`src/rtl/calstore_pkg.sv`:
```
package calstore_pkg;
  localparam int unsigned WORD_W = 16;
  localparam int unsigned DATA_W = 12;
  localparam int unsigned TAG_W  = 4;
  localparam int unsigned NREG   = 5;
  localparam int unsigned SEL_W  = 3;

  typedef struct packed {
    logic       otc_sign;
    logic       off_sign;
    logic [2:0] gain;
    logic       rsel;
    logic       iro_sign;
    logic [2:0] iro_mag;
  } cfg_t;

  // Tag nibble each word position must carry
  function automatic logic [TAG_W-1:0] word_tag(input int unsigned k);
    return TAG_W'(8 + k);
  endfunction

  // Split the configuration word into named fields (MSB at lowest bit index)
  function automatic cfg_t decode_cfg(input logic [DATA_W-1:0] w);
    cfg_t c;
    c.otc_sign = w[0];
    c.off_sign = w[1];
    c.gain     = {w[2], w[3], w[4]};
    c.rsel     = w[7];
    c.iro_sign = w[8];
    c.iro_mag  = {w[9], w[10], w[11]};
    return c;
  endfunction
endpackage

```
`src/rtl/cal_bitstore.sv`:
```
module cal_bitstore #(
  parameter int unsigned NBITS       = 128,
  parameter int unsigned BUSY_CYCLES = 16,
  localparam int unsigned AW = $clog2(NBITS),
  localparam int unsigned CW = $clog2(BUSY_CYCLES + 1)
) (
  input  logic             clk,
  input  logic             rst_n,
  input  logic             allow,
  input  logic             erase_req,
  input  logic             set_req,
  input  logic             read_req,
  input  logic [AW-1:0]    addr,
  output logic [NBITS-1:0] bits,
  output logic             rd_bit,
  output logic             busy,
  output logic             prog_accept
);
  logic [CW-1:0] busy_cnt;

  assign busy        = (busy_cnt != '0);
  assign prog_accept = allow && !busy && (erase_req || set_req);

  always_ff @(posedge clk or negedge rst_n) begin
    if (!rst_n) begin
      bits <= '0;
    end else if (prog_accept) begin
      if (erase_req) bits <= '0;
      else           bits[addr] <= 1'b1;
    end
  end

  always_ff @(posedge clk or negedge rst_n) begin
    if (!rst_n)                busy_cnt <= '0;
    else if (prog_accept)      busy_cnt <= CW'(BUSY_CYCLES);
    else if (busy_cnt != '0)   busy_cnt <= busy_cnt - 1'b1;
  end

  always_ff @(posedge clk or negedge rst_n) begin
    if (!rst_n)        rd_bit <= 1'b0;
    else if (read_req) rd_bit <= bits[addr];
  end
endmodule

```
`src/rtl/cal_reload_ctl.sv`:
```
module cal_reload_ctl #(
  parameter int unsigned REFRESH_DIV = 256,
  localparam int unsigned DW = $clog2(REFRESH_DIV + 1)
) (
  input  logic clk,
  input  logic rst_n,
  input  logic sel,
  input  logic upd_inhibit,
  input  logic wr_en,
  input  logic session_active,
  output logic load_req,
  output logic cs_load,
  output logic refresh_tick
);
  logic          sel_q;
  logic          boot_pend;
  logic [DW-1:0] div_cnt;
  logic          refresh_en;

  assign refresh_en   = wr_en && !session_active;
  assign refresh_tick = refresh_en && (div_cnt == DW'(REFRESH_DIV - 1));
  assign cs_load      = sel && !sel_q && !upd_inhibit;
  assign load_req     = boot_pend || cs_load || refresh_tick;

  always_ff @(posedge clk or negedge rst_n) begin
    if (!rst_n) begin
      sel_q     <= 1'b0;
      boot_pend <= 1'b1;
    end else begin
      sel_q     <= sel;
      boot_pend <= 1'b0;
    end
  end

  always_ff @(posedge clk or negedge rst_n) begin
    if (!rst_n)            div_cnt <= '0;
    else if (!refresh_en)  div_cnt <= '0;
    else if (refresh_tick) div_cnt <= '0;
    else                   div_cnt <= div_cnt + 1'b1;
  end
endmodule

```
`src/rtl/cal_word_loader.sv`:
```
module cal_word_loader
  import calstore_pkg::*;
#(
  parameter int unsigned NW = NREG,
  localparam int unsigned SPAN = NW * WORD_W
) (
  input  logic                 clk,
  input  logic                 rst_n,
  input  logic [SPAN-1:0]      store_words,
  input  logic                 load_req,
  input  logic                 stage_we,
  input  logic [SEL_W-1:0]     stage_sel,
  input  logic [DATA_W-1:0]    stage_data,
  input  logic                 stage_load,
  output logic [NW*DATA_W-1:0] work_flat,
  output logic [NW-1:0]        tag_err
);
  for (genvar k = 0; k < NW; k++) begin : g_word
    logic [DATA_W-1:0] staged;
    logic [DATA_W-1:0] stored_data;
    logic [TAG_W-1:0]  stored_tag;
    logic              tag_ok;
    logic              hit;

    assign stored_data = store_words[k*WORD_W +: DATA_W];
    assign stored_tag  = store_words[k*WORD_W + DATA_W +: TAG_W];
    assign tag_ok      = (stored_tag == word_tag(k));
    assign hit         = (stage_sel == SEL_W'(k));

    always_ff @(posedge clk or negedge rst_n) begin
      if (!rst_n)              staged <= '0;
      else if (stage_we && hit) staged <= stage_data;
    end

    always_ff @(posedge clk or negedge rst_n) begin
      if (!rst_n) begin
        work_flat[k*DATA_W +: DATA_W] <= '0;
        tag_err[k]                    <= 1'b0;
      end else if (load_req) begin
        if (tag_ok) work_flat[k*DATA_W +: DATA_W] <= stored_data;
        tag_err[k] <= !tag_ok;
      end else if (stage_load && hit) begin
        work_flat[k*DATA_W +: DATA_W] <= staged;
      end
    end
  end
endmodule

```
`src/rtl/calstore_loader.sv`:
```
module calstore_loader
  import calstore_pkg::*;
#(
  parameter int unsigned NBITS       = 128,
  parameter int unsigned BUSY_CYCLES = 5_000_000,
  parameter int unsigned REFRESH_DIV = 250_000,
  localparam int unsigned AW = $clog2(NBITS)
) (
  input  logic              clk,
  input  logic              rst_n,
  input  logic              sel,
  input  logic              wr_en,
  input  logic              session_active,
  input  logic              upd_inhibit,
  input  logic              cmd_erase,
  input  logic              cmd_set,
  input  logic              cmd_read,
  input  logic [AW-1:0]     cmd_addr,
  output logic              rd_bit,
  output logic              busy,
  input  logic              stage_we,
  input  logic [SEL_W-1:0]  stage_sel,
  input  logic [DATA_W-1:0] stage_data,
  input  logic              stage_load,
  output logic              cfg_otc_sign,
  output logic              cfg_off_sign,
  output logic [2:0]        cfg_gain,
  output logic              cfg_rsel,
  output logic              cfg_iro_sign,
  output logic [2:0]        cfg_iro_mag,
  output logic [DATA_W-1:0] coef_off,
  output logic [DATA_W-1:0] coef_otc,
  output logic [DATA_W-1:0] coef_fso,
  output logic [DATA_W-1:0] coef_ftc,
  output logic [NREG-1:0]   tag_err
);
  logic [NBITS-1:0]       store_bits;
  logic                   prog_accept;
  logic                   load_req;
  logic                   cs_load;
  logic                   refresh_tick;
  logic [NREG*DATA_W-1:0] work_flat;
  cfg_t                   cfg;

  cal_bitstore #(.NBITS(NBITS), .BUSY_CYCLES(BUSY_CYCLES)) u_store (
    .clk(clk), .rst_n(rst_n), .allow(wr_en && sel),
    .erase_req(cmd_erase), .set_req(cmd_set), .read_req(cmd_read),
    .addr(cmd_addr), .bits(store_bits), .rd_bit(rd_bit),
    .busy(busy), .prog_accept(prog_accept)
  );

  cal_reload_ctl #(.REFRESH_DIV(REFRESH_DIV)) u_ctl (
    .clk(clk), .rst_n(rst_n), .sel(sel), .upd_inhibit(upd_inhibit),
    .wr_en(wr_en), .session_active(session_active),
    .load_req(load_req), .cs_load(cs_load), .refresh_tick(refresh_tick)
  );

  cal_word_loader #(.NW(NREG)) u_load (
    .clk(clk), .rst_n(rst_n),
    .store_words(store_bits[NREG*WORD_W-1:0]),
    .load_req(load_req), .stage_we(stage_we), .stage_sel(stage_sel),
    .stage_data(stage_data), .stage_load(stage_load),
    .work_flat(work_flat), .tag_err(tag_err)
  );

  assign cfg          = decode_cfg(work_flat[0*DATA_W +: DATA_W]);
  assign cfg_otc_sign = cfg.otc_sign;
  assign cfg_off_sign = cfg.off_sign;
  assign cfg_gain     = cfg.gain;
  assign cfg_rsel     = cfg.rsel;
  assign cfg_iro_sign = cfg.iro_sign;
  assign cfg_iro_mag  = cfg.iro_mag;
  assign coef_off     = work_flat[1*DATA_W +: DATA_W];
  assign coef_otc     = work_flat[2*DATA_W +: DATA_W];
  assign coef_fso     = work_flat[3*DATA_W +: DATA_W];
  assign coef_ftc     = work_flat[4*DATA_W +: DATA_W];
endmodule

```
`config.mk`:
```
export PLATFORM = sky130hd
export DESIGN_NAME = calstore_loader
export DESIGN_NICKNAME = d
export VERILOG_FILES = /design/src/rtl/calstore_pkg.sv /design/src/rtl/cal_bitstore.sv /design/src/rtl/cal_reload_ctl.sv /design/src/rtl/cal_word_loader.sv /design/src/rtl/calstore_loader.sv
export SDC_FILE = /design/constraint.sdc
export NUM_CORES = 1
export LEC_CHECK = 0
export BUFFER_PORTS_ARGS = -buffer_cell sky130_fd_sc_hd__buf_2
export CAP_MARGIN = 25
export CORE_ASPECT_RATIO = 2
export CORE_MARGIN = 5
export CORE_UTILIZATION = 30
export DETAILED_ROUTE_END_ITERATION = 8
export SLEW_MARGIN = 20
export SYNTH_ARGS = -nofsm -noshare
export SYNTH_HDL_FRONTEND = slang
export SYNTH_HIERARCHICAL = 1
export SYNTH_SLANG_ARGS = --single-unit
export TNS_END_PERCENT = 50
```
`constraint.sdc`:
```
create_clock -name clk -period 2.95 [get_ports clk]
set_input_delay 0.1475 -clock clk [delete_from_list [all_inputs] [get_ports clk]]
set_output_delay 0.1475 -clock clk [all_outputs]
set_load 0.005 [all_outputs]
```
After elaboration in Yosys (flattened, before gate mapping):

Cells that the tools add are included.
W data, S select, Z words.

* shift operators: 0
* equality and inequality tests: 15
* muxes and demuxes: 24
* $add $sub $neg: 2
* $lt $le $gt $ge: 2
* multipliers: 0
* reduce and logical (&&, ||, !) cells: 43
* bitwise operators: 1
* divide/modulo/power cells: 0

Operators by type and width (number)
* $mux W12: 15
* $mux W128: 1
* $or A128 B128 Y128: 1
* $mux W23: 2
* $mux W18: 2
* $reduce_bool A23 Y1: 1
* $sub A23 B1 Y23 const B: 1
* $eq A4 B4 Y1 const B: 5
* $add A18 B1 Y18 const B: 1
* $eq A18 B18 Y1 const B: 1
* $logic_and A1 B1 Y1: 18
* $reduce_bool A2 Y1: 6
* $ne A2 B1 Y1 const B: 5
* $reduce_and A2 Y1: 5
* $logic_not A1 Y1: 9
* $lt A7 B8 Y1 const B: 1
* $bmux W1 S7: 1
* $demux W1 S7: 1
* $ge A7 B1 Y1 const B: 1
* $eq A3 B2 Y1 const B: 2
* $eq A3 B1 Y1 const B: 1
* $eq A3 B3 Y1 const B: 1
* $logic_not A3 Y1: 1
* $logic_or A1 B1 Y1: 3
* $mux W1: 2

* word-level logic and storage cells: 108
* bits in writable memories: 0
* bits in registers: 297
* memories: 0
* bits of input ports: 33
* ROM bits: 0
* bits in latches: 0
* output and inout port bits: 65

Logic depth before layout (Yosys ltp):

Gate-level depths: netlist of the first run.

* depth after elaboration: 7
* gate-level depth with buffers: 10
* gate-level depth less buffers: 8

Hierarchy:

The synthesis of the first run kept the hierarchy.

Modules (own cells, without submodules)
* cal_bitstore: cells an instance 693, seq. area each 3803.6 um^2, instances 1, area each 7360.8 um^2
* cal_word_loader: cells an instance 501, seq. area each 3128.0 um^2, instances 1, area each 6022.0 um^2
* cal_reload_ctl: cells an instance 104, seq. area each 501.7 um^2, instances 1, area each 1038.5 um^2
* calstore_loader: cells an instance 1, seq. area each 0.0 um^2, instances 1, area each 6.3 um^2

Worst setup path after synthesis of the first run:

OpenSTA, ideal clock, no wires.

* kind: flip-flop to flip-flop
* start: register u_ctl.div_cnt[11]
* end: register u_load.work_flat[23]
* required time: 2824 ps
* clock period less this slack: 2450 ps
* stages on the path, launching flop included: 9
* buffers on the path: 2
* setup time: 126 ps
* path slack: 500 ps
* arrival: 2324 ps
* cells stage by stage: dfrtp_1 -> or4b_1 -> nor3_1 -> nand3_1 -> o21ai_0 -> buf_2 -> a31oi_1 -> buf_2 -> a221o_1

* word-level cells in the longest chain between the ends: 5
* elaborated cells on any way between the ends: 7
* classes of those cells: eq/ne (2); mux (1); reduce/logical (4)

Ends and longest elaborated chain
* from (decl): line cal_reload_ctl.sv:17 `logic [DW-1:0] div_cnt;`
* from (signal assigned): line cal_reload_ctl.sv:39 `else div_cnt <= div_cnt + 1'b1;`
* $eq A18 B18 Y1 (*): line cal_reload_ctl.sv:21 `assign refresh_tick = refresh_en && (div_cnt == DW'(REFRESH_DIV - 1));`
* $logic_and A1 B1 Y1 (*): line cal_reload_ctl.sv:21
* $logic_or A1 B1 Y1 (*): line cal_reload_ctl.sv:23 `assign load_req = boot_pend || cs_load || refresh_tick;`
* via load_req: line calstore_loader.sv:39 `logic load_req;`
* $ne A2 B1 Y1 (no source line) or $reduce_bool A2 Y1 (tied branches)
* $reduce_and A2 Y1 (no source line)
* to (signal, indexed assignment): line cal_word_loader.sv:40 `if (tag_ok) work_flat[k*DATA_W +: DATA_W] <= stored_data;`
* to (signal, indexed assignment): line cal_word_loader.sv:43 `work_flat[k*DATA_W +: DATA_W] <= staged;`
* to (decl): line cal_word_loader.sv:15 `output logic [NW*DATA_W-1:0] work_flat,`

The timed path passes the listed nets; every way through them passes the cells marked *.
A chain may end at the register's enable or synchronous reset.

Worst setup path after layout of the first run:

* start: register u_store.busy_cnt[11]
* end: output port busy

* word-level cells in the longest chain between the ends: 1

Ends and longest elaborated chain
* from (decl): line cal_bitstore.sv:19 `logic [CW-1:0] busy_cnt;`
* from (signal assigned): line cal_bitstore.sv:35 `else if (prog_accept) busy_cnt <= CW'(BUSY_CYCLES);`
* from (signal assigned): line cal_bitstore.sv:36 `else if (busy_cnt != '0) busy_cnt <= busy_cnt - 1'b1;`
* $reduce_bool A23 Y1: line cal_bitstore.sv:21 `assign busy = (busy_cnt != '0);`
* to (decl): line calstore_loader.sv:20 `output logic busy,`

Every way passes these cells.

==> results of run 1 <==
## power breakdown
| part | switching (W) | internal, W | leakage (nW) |
|---|---|---|---|
| sequential | 0.000275 | 0.00440 | 3.88 |
| clock | 0.00164 | 0.00209 | 0.469 |
| combinational | 0.000610 | 0.000559 | 2.94 |
## per-layer routing
| layer | wire (µm) | track usage, % | vias to the layer above |
|---|---|---|---|
| met5 | 0 | 0 | - |
| met4 | 1380 | 5.50 | 0 |
| met3 | 2580 | 2.33 | 79 |
| met2 | 18900 | 23.9 | 357 |
| met1 | 17200 | 21.2 | 5270 |
| li1 | - | - | 4843 |
## placed cells by master, fill, tap and decap left out, drive strengths merged, types with 8 or more instances in the layout
master       instances
nor3                17
mux4                16
mux2                72
nor2               182
clkinv              10
dlygate4sd3         14
buf                146
nand3               23
dfrtp              292
inv                 13
mux2i               72
clkbuf              37
nor4                19
nor2b                8
a31oi               11
nand2              139
xnor2               17
xor2                11
a21oi              135
a221o               60
nand4                9
## registers in the layout (all words and copies together) (netlist names)
name / count
u_load/work_flat: 58
u_ctl/sel_q: 1
u_store/bits: 128
u_load/g_word.staged: 58
u_ctl/boot_pend: 1
u_ctl/div_cnt: 18
u_store/rd_bit: 1
u_load/tag_err: 5
u_store/busy_cnt: 23
## worst paths after layout
kind | cells past startpoint | end | slack [ns]
max reg2reg | 7 | u_store/bits[71] | 0.40
min in group asynchronous | 2 | u_store/busy_cnt[11] | 0.12
max in group asynchronous | 3 | u_store/bits[66] | 1.85
min | 3 | u_ctl/div_cnt[2] | 0.02
min reg2reg | 1 | u_store/busy_cnt[7] | 0.47
max | 6 | busy | 0.23
## tightest hold or removal path: stages
cell	delay (ns)
buf_2	0.07
nand2b_1	0.24
nor2_1	0.08
## cell type report
cell class	count	area share (%)
repair buffers	160	6.69
diodes	5	0.0757
multi-input cells	889	38.0
clock inverters	15	0.991
well taps	632	4.78
clock buffers	37	4.81
flip-flops and latches	293	44.4
inverters	13	0.295
## per-stage QoR
stage	power [W]	instance area (µm²)	cells	hold slack, ns	setup WS (ns)
global route	0.00999	16500	2039	0.0188	0.0777
floorplan	0.00532	14200	1284	-0.148	0.528
CTS	0.00970	16500	2039	0.00960	0.0310
detailed placement	0.00592	15400	1972	0.138	0.363
global placement	0.00589	15400	1972	0.140	0.414
finish	0.00957	16500	2044	0.0157	0.228
## timing repair
item,4_1_cts,5_1_grt
pin swaps,1,0
cloned,0,0
hold buffers,14,0
resized for setup,0,1
endpoints found under the hold margin,106,0
buffers inserted,1,0
endpoints found under the setup margin,1,1
==> flow_metrics.py, run 1 <==
metrics = {
    "global_route": {
        "grt_max_degree": 82,
        "grt_pass1_vias": 10600,
        "overflow": 0,
        "antenna_found_initial": 5,
        "grt_first_pass_wirelength_um": 63100,
        "grt_usage_pct": 15.2,
    },
    "cts": {
        "worstSkewPairLatency_ns": 0.58,
        "clk_path_buf_depth": 3,
        "numCtsBuffers": 28,
        "cts_tree": "built",
        "clock-sinks": 293,
        "h-tree-depth": 1,
        "clk_pin_slew_ns": 0.06,
        "cts_root_buf": "clkbuf_16",
    },
    "power": {
        "p_leak_nw": 7.29,
        "cellPowerDensity_nw_per_um2": 579,
        "max-vdd-ir-drop_mv": 0.525,
    },
    "routing": {
        "drt-initial-drc-count": 769,
        "ant_nets": 0,
        "via_per_inst": 5.16,
        "drc_errors": 0,
        "num_vias": 10500,
        "routed_wl_um": 40000,
        "post_drt_wl_per_cell_um": 19.6,
        "first_pass_iters": 5,
    },
    "timing": {
        "clock.fmax_mhz": 367,
        "period_minus_slack_ns": 2.72,
        "tightestPinTransition_ns": 0.964,
        "finalCritPeriodShare_pct": 92.3,
        "finalSetupTns_ns": 0,
        "drv_slew": 0,
        "skew_ns": 0.0410,
        "finalSetupViolations": 0,
        "hold_viol": 0,
        "slew_headroom_pct": 35.5,
        "rsz0062_at_grt": "false",
    },
    "floorplanning": {
        "core-area_um2": 47200,
        "io_pins": 98,
        "initial_utilization_pct": 30.2,
        "die_w_um": 164,
        "row_count": 113,
        "die_y_um": 318,
        "fp.dieArea_um2": 52200,
    },
    "worst_setup_path": {
        "crit_path_top_delay_cell": "or4_4",
        "critical_path_peak_fanout": 8,
        "worstSetupPathType": "register to output port",
        "critPathBufInv": 2,
        "path_cells": "or4_4 -> nor4_4 -> nand2_1 -> nor2_1 -> inv_2 -> buf_2",
        "timing.critical_path.from": "u_store/busy_cnt[11]",
        "cp_data_required_time_ns": 2.80,
        "r2r-start": "u_store/busy_cnt[11]",
        "end_kind": "output port",
        "arrival_ns": 2.57,
        "critical-path-top-delay-family": "simple AND/OR/NAND/NOR gates",
        "critPathLaunchType": "register",
        "critPathMaxStageDelay_ns": 0.59,
    },
    "layout": {
        "drive_gt1_share_pct": 22.7,
        "multiInputGateArea_um2": 6280,
        "fillers": 4804,
        "seqCellArea_um2": 7330,
        "nets": 1420,
        "syn_to_final_growth_pct": 16.1,
        "utilization_pct": 35.0,
    },
    "placement": {
        "port_buffers": 97,
        "gp_congestion": 0.850,
        "hpwl_um": 27900,
    },
    "synth": {
        "syn-instance-count": 1284,
        "syn_nets": 1319,
        "synth_area_um2": 14200,
        "syn_avg_cell_area_um2": 11.1,
        "yosysWarnings": 6,
    },
    "status": {
        "status": "finished, final reports clean",
    },
    "worst_hold_path": {
        "hp-class": "primary input to register",
        "worstHoldStart": "session_active",
    },
    "job": {
        "maxCapViolCount": 0,
    },
}
(Power assumes the default switching activity.)
==> run 2, diff against run 1 <==
- clock period: 2.95 -> 3.49 ns (I/O delays scaled with it)
==> run 2 against run 1 <==
Effect of this change:
- non-clock buffer count shrank 16
- critical path depth is the same
- die area is the same
- wire length shrank 0.77%
- clock power shrank 8.0%
- core utilization shrank 0.11 points
- register-to-register slack gained 0.21 ns
- first-iteration DRC count grew 16%
- sequential power shrank 15%
- sequential share of layout area grew 0.14 points
- global-route usage shrank 0.11 points
- cell count shrank 0.78%
- critical endpoint unchanged
==> flow_metrics.py, run 2 (same netlist as run 1, synthesis figures left out) <==
metrics = {
    "global_route": {
        "grt_usage_pct": 15.1,
        "grt_first_pass_wirelength_um": 62800,
        "grt_max_degree": 112,
        "overflow": 0,
        "grt_pass1_vias": 10500,
        "antenna_found_initial": 5,
    },
    "floorplanning": {
        "die_w_um": 164,
        "row_count": 113,
        "initial_utilization_pct": 30.2,
        "fp.dieArea_um2": 52200,
        "die_y_um": 318,
        "core-area_um2": 47200,
        "io_pins": 98,
    },
    "routing": {
        "drt-initial-drc-count": 891,
        "num_vias": 10500,
        "post_drt_wl_per_cell_um": 19.6,
        "ant_nets": 0,
        "drc_errors": 0,
        "via_per_inst": 5.19,
        "routed_wl_um": 39700,
        "first_pass_iters": 5,
    },
    "cts": {
        "worstSkewPairLatency_ns": 0.61,
        "clock-sinks": 293,
        "ctsResizeCount": 0,
        "clk_pin_slew_ns": 0.06,
        "numCtsBuffers": 30,
        "cts_root_buf": "clkbuf_16",
        "clk_path_buf_depth": 3,
        "cts_tree": "built",
        "h-tree-depth": 1,
    },
    "worst_setup_path": {
        "arrival_ns": 2.79,
        "worstSetupPathType": "register to output port",
        "path_cells": "or3_1 -> nor4_4 -> nand2_1 -> nor2_1 -> clkinv_1 -> buf_2",
        "critical_path_peak_fanout": 8,
        "critPathLaunchType": "register",
        "end_kind": "output port",
        "critPathBufInv": 2,
        "crit_path_top_delay_cell": "or3_1",
        "critPathMaxStageDelay_ns": 0.50,
        "rrSetupSlack_ns": 0.61,
        "cp_data_required_time_ns": 3.32,
        "critical-path-top-delay-family": "simple AND/OR/NAND/NOR gates",
    },
    "job": {
        "maxCapViolCount": 0,
    },
    "timing": {
        "finalCritPeriodShare_pct": 84.9,
        "finalSetupViolations": 0,
        "period_minus_slack_ns": 2.96,
        "finalWorstSetupSlack_ns": 0.528,
        "skew_ns": 0.0421,
        "finalSetupTns_ns": 0,
        "rsz0062_at_grt": "false",
        "tightestPinTransition_ns": 1.06,
        "hold_viol": 0,
        "drv_slew": 0,
        "clock.fmax_mhz": 338,
        "slew_headroom_pct": 29.3,
    },
    "placement": {
        "place_inst": 1956,
        "port_buffers": 97,
        "hpwl_um": 26700,
        "gp_congestion": 0.846,
        "pre_cts_ws_ns": 0.676,
    },
    "layout": {
        "fillers": 4771,
        "final_cell_mix": "dfrtp_1 (292), nor2_1 (141), nand2_1 (139)",
        "drive_gt1_share_pct": 21.5,
        "stdcell_count": 2028,
        "nets": 1406,
        "syn_to_final_growth_pct": 15.7,
        "registers.top_by_ff_count": "u_store/bits",
        "seqCellArea_um2": 7330,
        "multiInputGateArea_um2": 6290,
        "reg.largest.list": "u_store/bits: 128 flops, u_load/g_word.staged: 58 flops, u_load/work_flat: 58 flops",
        "largest_reg_flops": 128,
        "mostFrequentLayoutCell": "dfrtp_1",
    },
    "worst_hold_path": {
        "hp-class": "primary input to register",
    },
    "power": {
        "power_frac_seq_pct": 47.4,
        "max-vdd-ir-drop_mv": 0.361,
        "internal_power_w": 0.00620,
        "p_clk_share_pct": 41.0,
        "sw_frac_of_total_pct": 25.9,
        "p_switching_w": 0.00217,
        "p_comb_share_pct": 11.7,
        "p_leak_nw": 7.25,
        "cellPowerDensity_nw_per_um2": 508,
    },
    "status": {
        "status": "finished, final reports clean",
    },
}
[run 2: changes by cell type in the layout (fill, tap and decap cells not counted), sizes merged]
cell	delta
buf	-16
clkinv	-5
diode	-2
clkbuf	+9
dlygate4sd3	-1
clkinvlp	-3
bufinv	+2
[run 2: worst paths after layout]
check,end,depth (start not counted),start
max,busy,6,u_store/busy_cnt[3]
min,u_load/g_word[0].staged[4],2,stage_data[4]
max reg2reg,u_store/bits[120],7,u_store/busy_cnt[3]
min reg2reg,u_store/busy_cnt[7],1,u_store/busy_cnt[7]
max in group asynchronous,u_load/g_word[2].staged[4],3,rst_n
min in group asynchronous,u_load/work_flat[10],2,rst_n
[run 2: worst register-to-register path, delay by kind of cell, from the launching register on]
family          cells  cell delay (ns)
compound gates      1             0.09
buf+inv             1             0.28
flops               1             0.40
simple gates        5             2.05
[run 2: power groups by stage]
stage	Clock, W	Combinational [W]	Sequential, W
after floorplan	0	0.000531	0.00397
after global placement	0	0.000963	0.00402
after detailed placement	0	0.000983	0.00402
after CTS	0.00352	0.000999	0.00397
after global routing	0.00365	0.00109	0.00401
final	0.00343	0.000975	0.00397
[run 2: layer usage]
layer | track usage [%] | up-vias | part of all wire (%)
li1 | - | 4803 | -
met4 | 4.53 | 2 | 2.9
met3 | 2.62 | 74 | 5.9
met2 | 23.5 | 350 | 47
met5 | 0 | - | 0.050
met1 | 21.4 | 5290 | 44
[run 2: metrics by stage]
stage | cell area, µm² | total power, W | hold WS (ns) | util (%)
after floorplan | 14200 | 0.00450 | -0.121 | -
after global placement | 15300 | 0.00498 | 0.329 | 32.4
after detailed placement | 15300 | 0.00501 | 0.319 | 32.4
after CTS | 16500 | 0.00849 | 0.0180 | 34.9
after global routing | 16500 | 0.00875 | 0.0173 | 34.9
final | 16500 | 0.00837 | 0.00362 | 34.9
[run 2: layout make-up]
class	count	area share (%)
Antenna cell	3	0.0455
Inverter	13	0.296
Tap cell	632	4.80
Multi-Input combinational cell	889	38.2
Sequential cell	293	44.5
Clock inverter	9	1.08
Timing Repair Buffer	144	5.86
Clock buffer	45	5.26
[run 2: what timing repair did]
| item | 4_1_cts | 5_1_grt |
|---|---|---|
| hold endpoints to repair | 147 | 0 |
| buffers inserted | 0 | 0 |
| setup endpoints to repair | 0 | 0 |
| hold buffers | 13 | 0 |
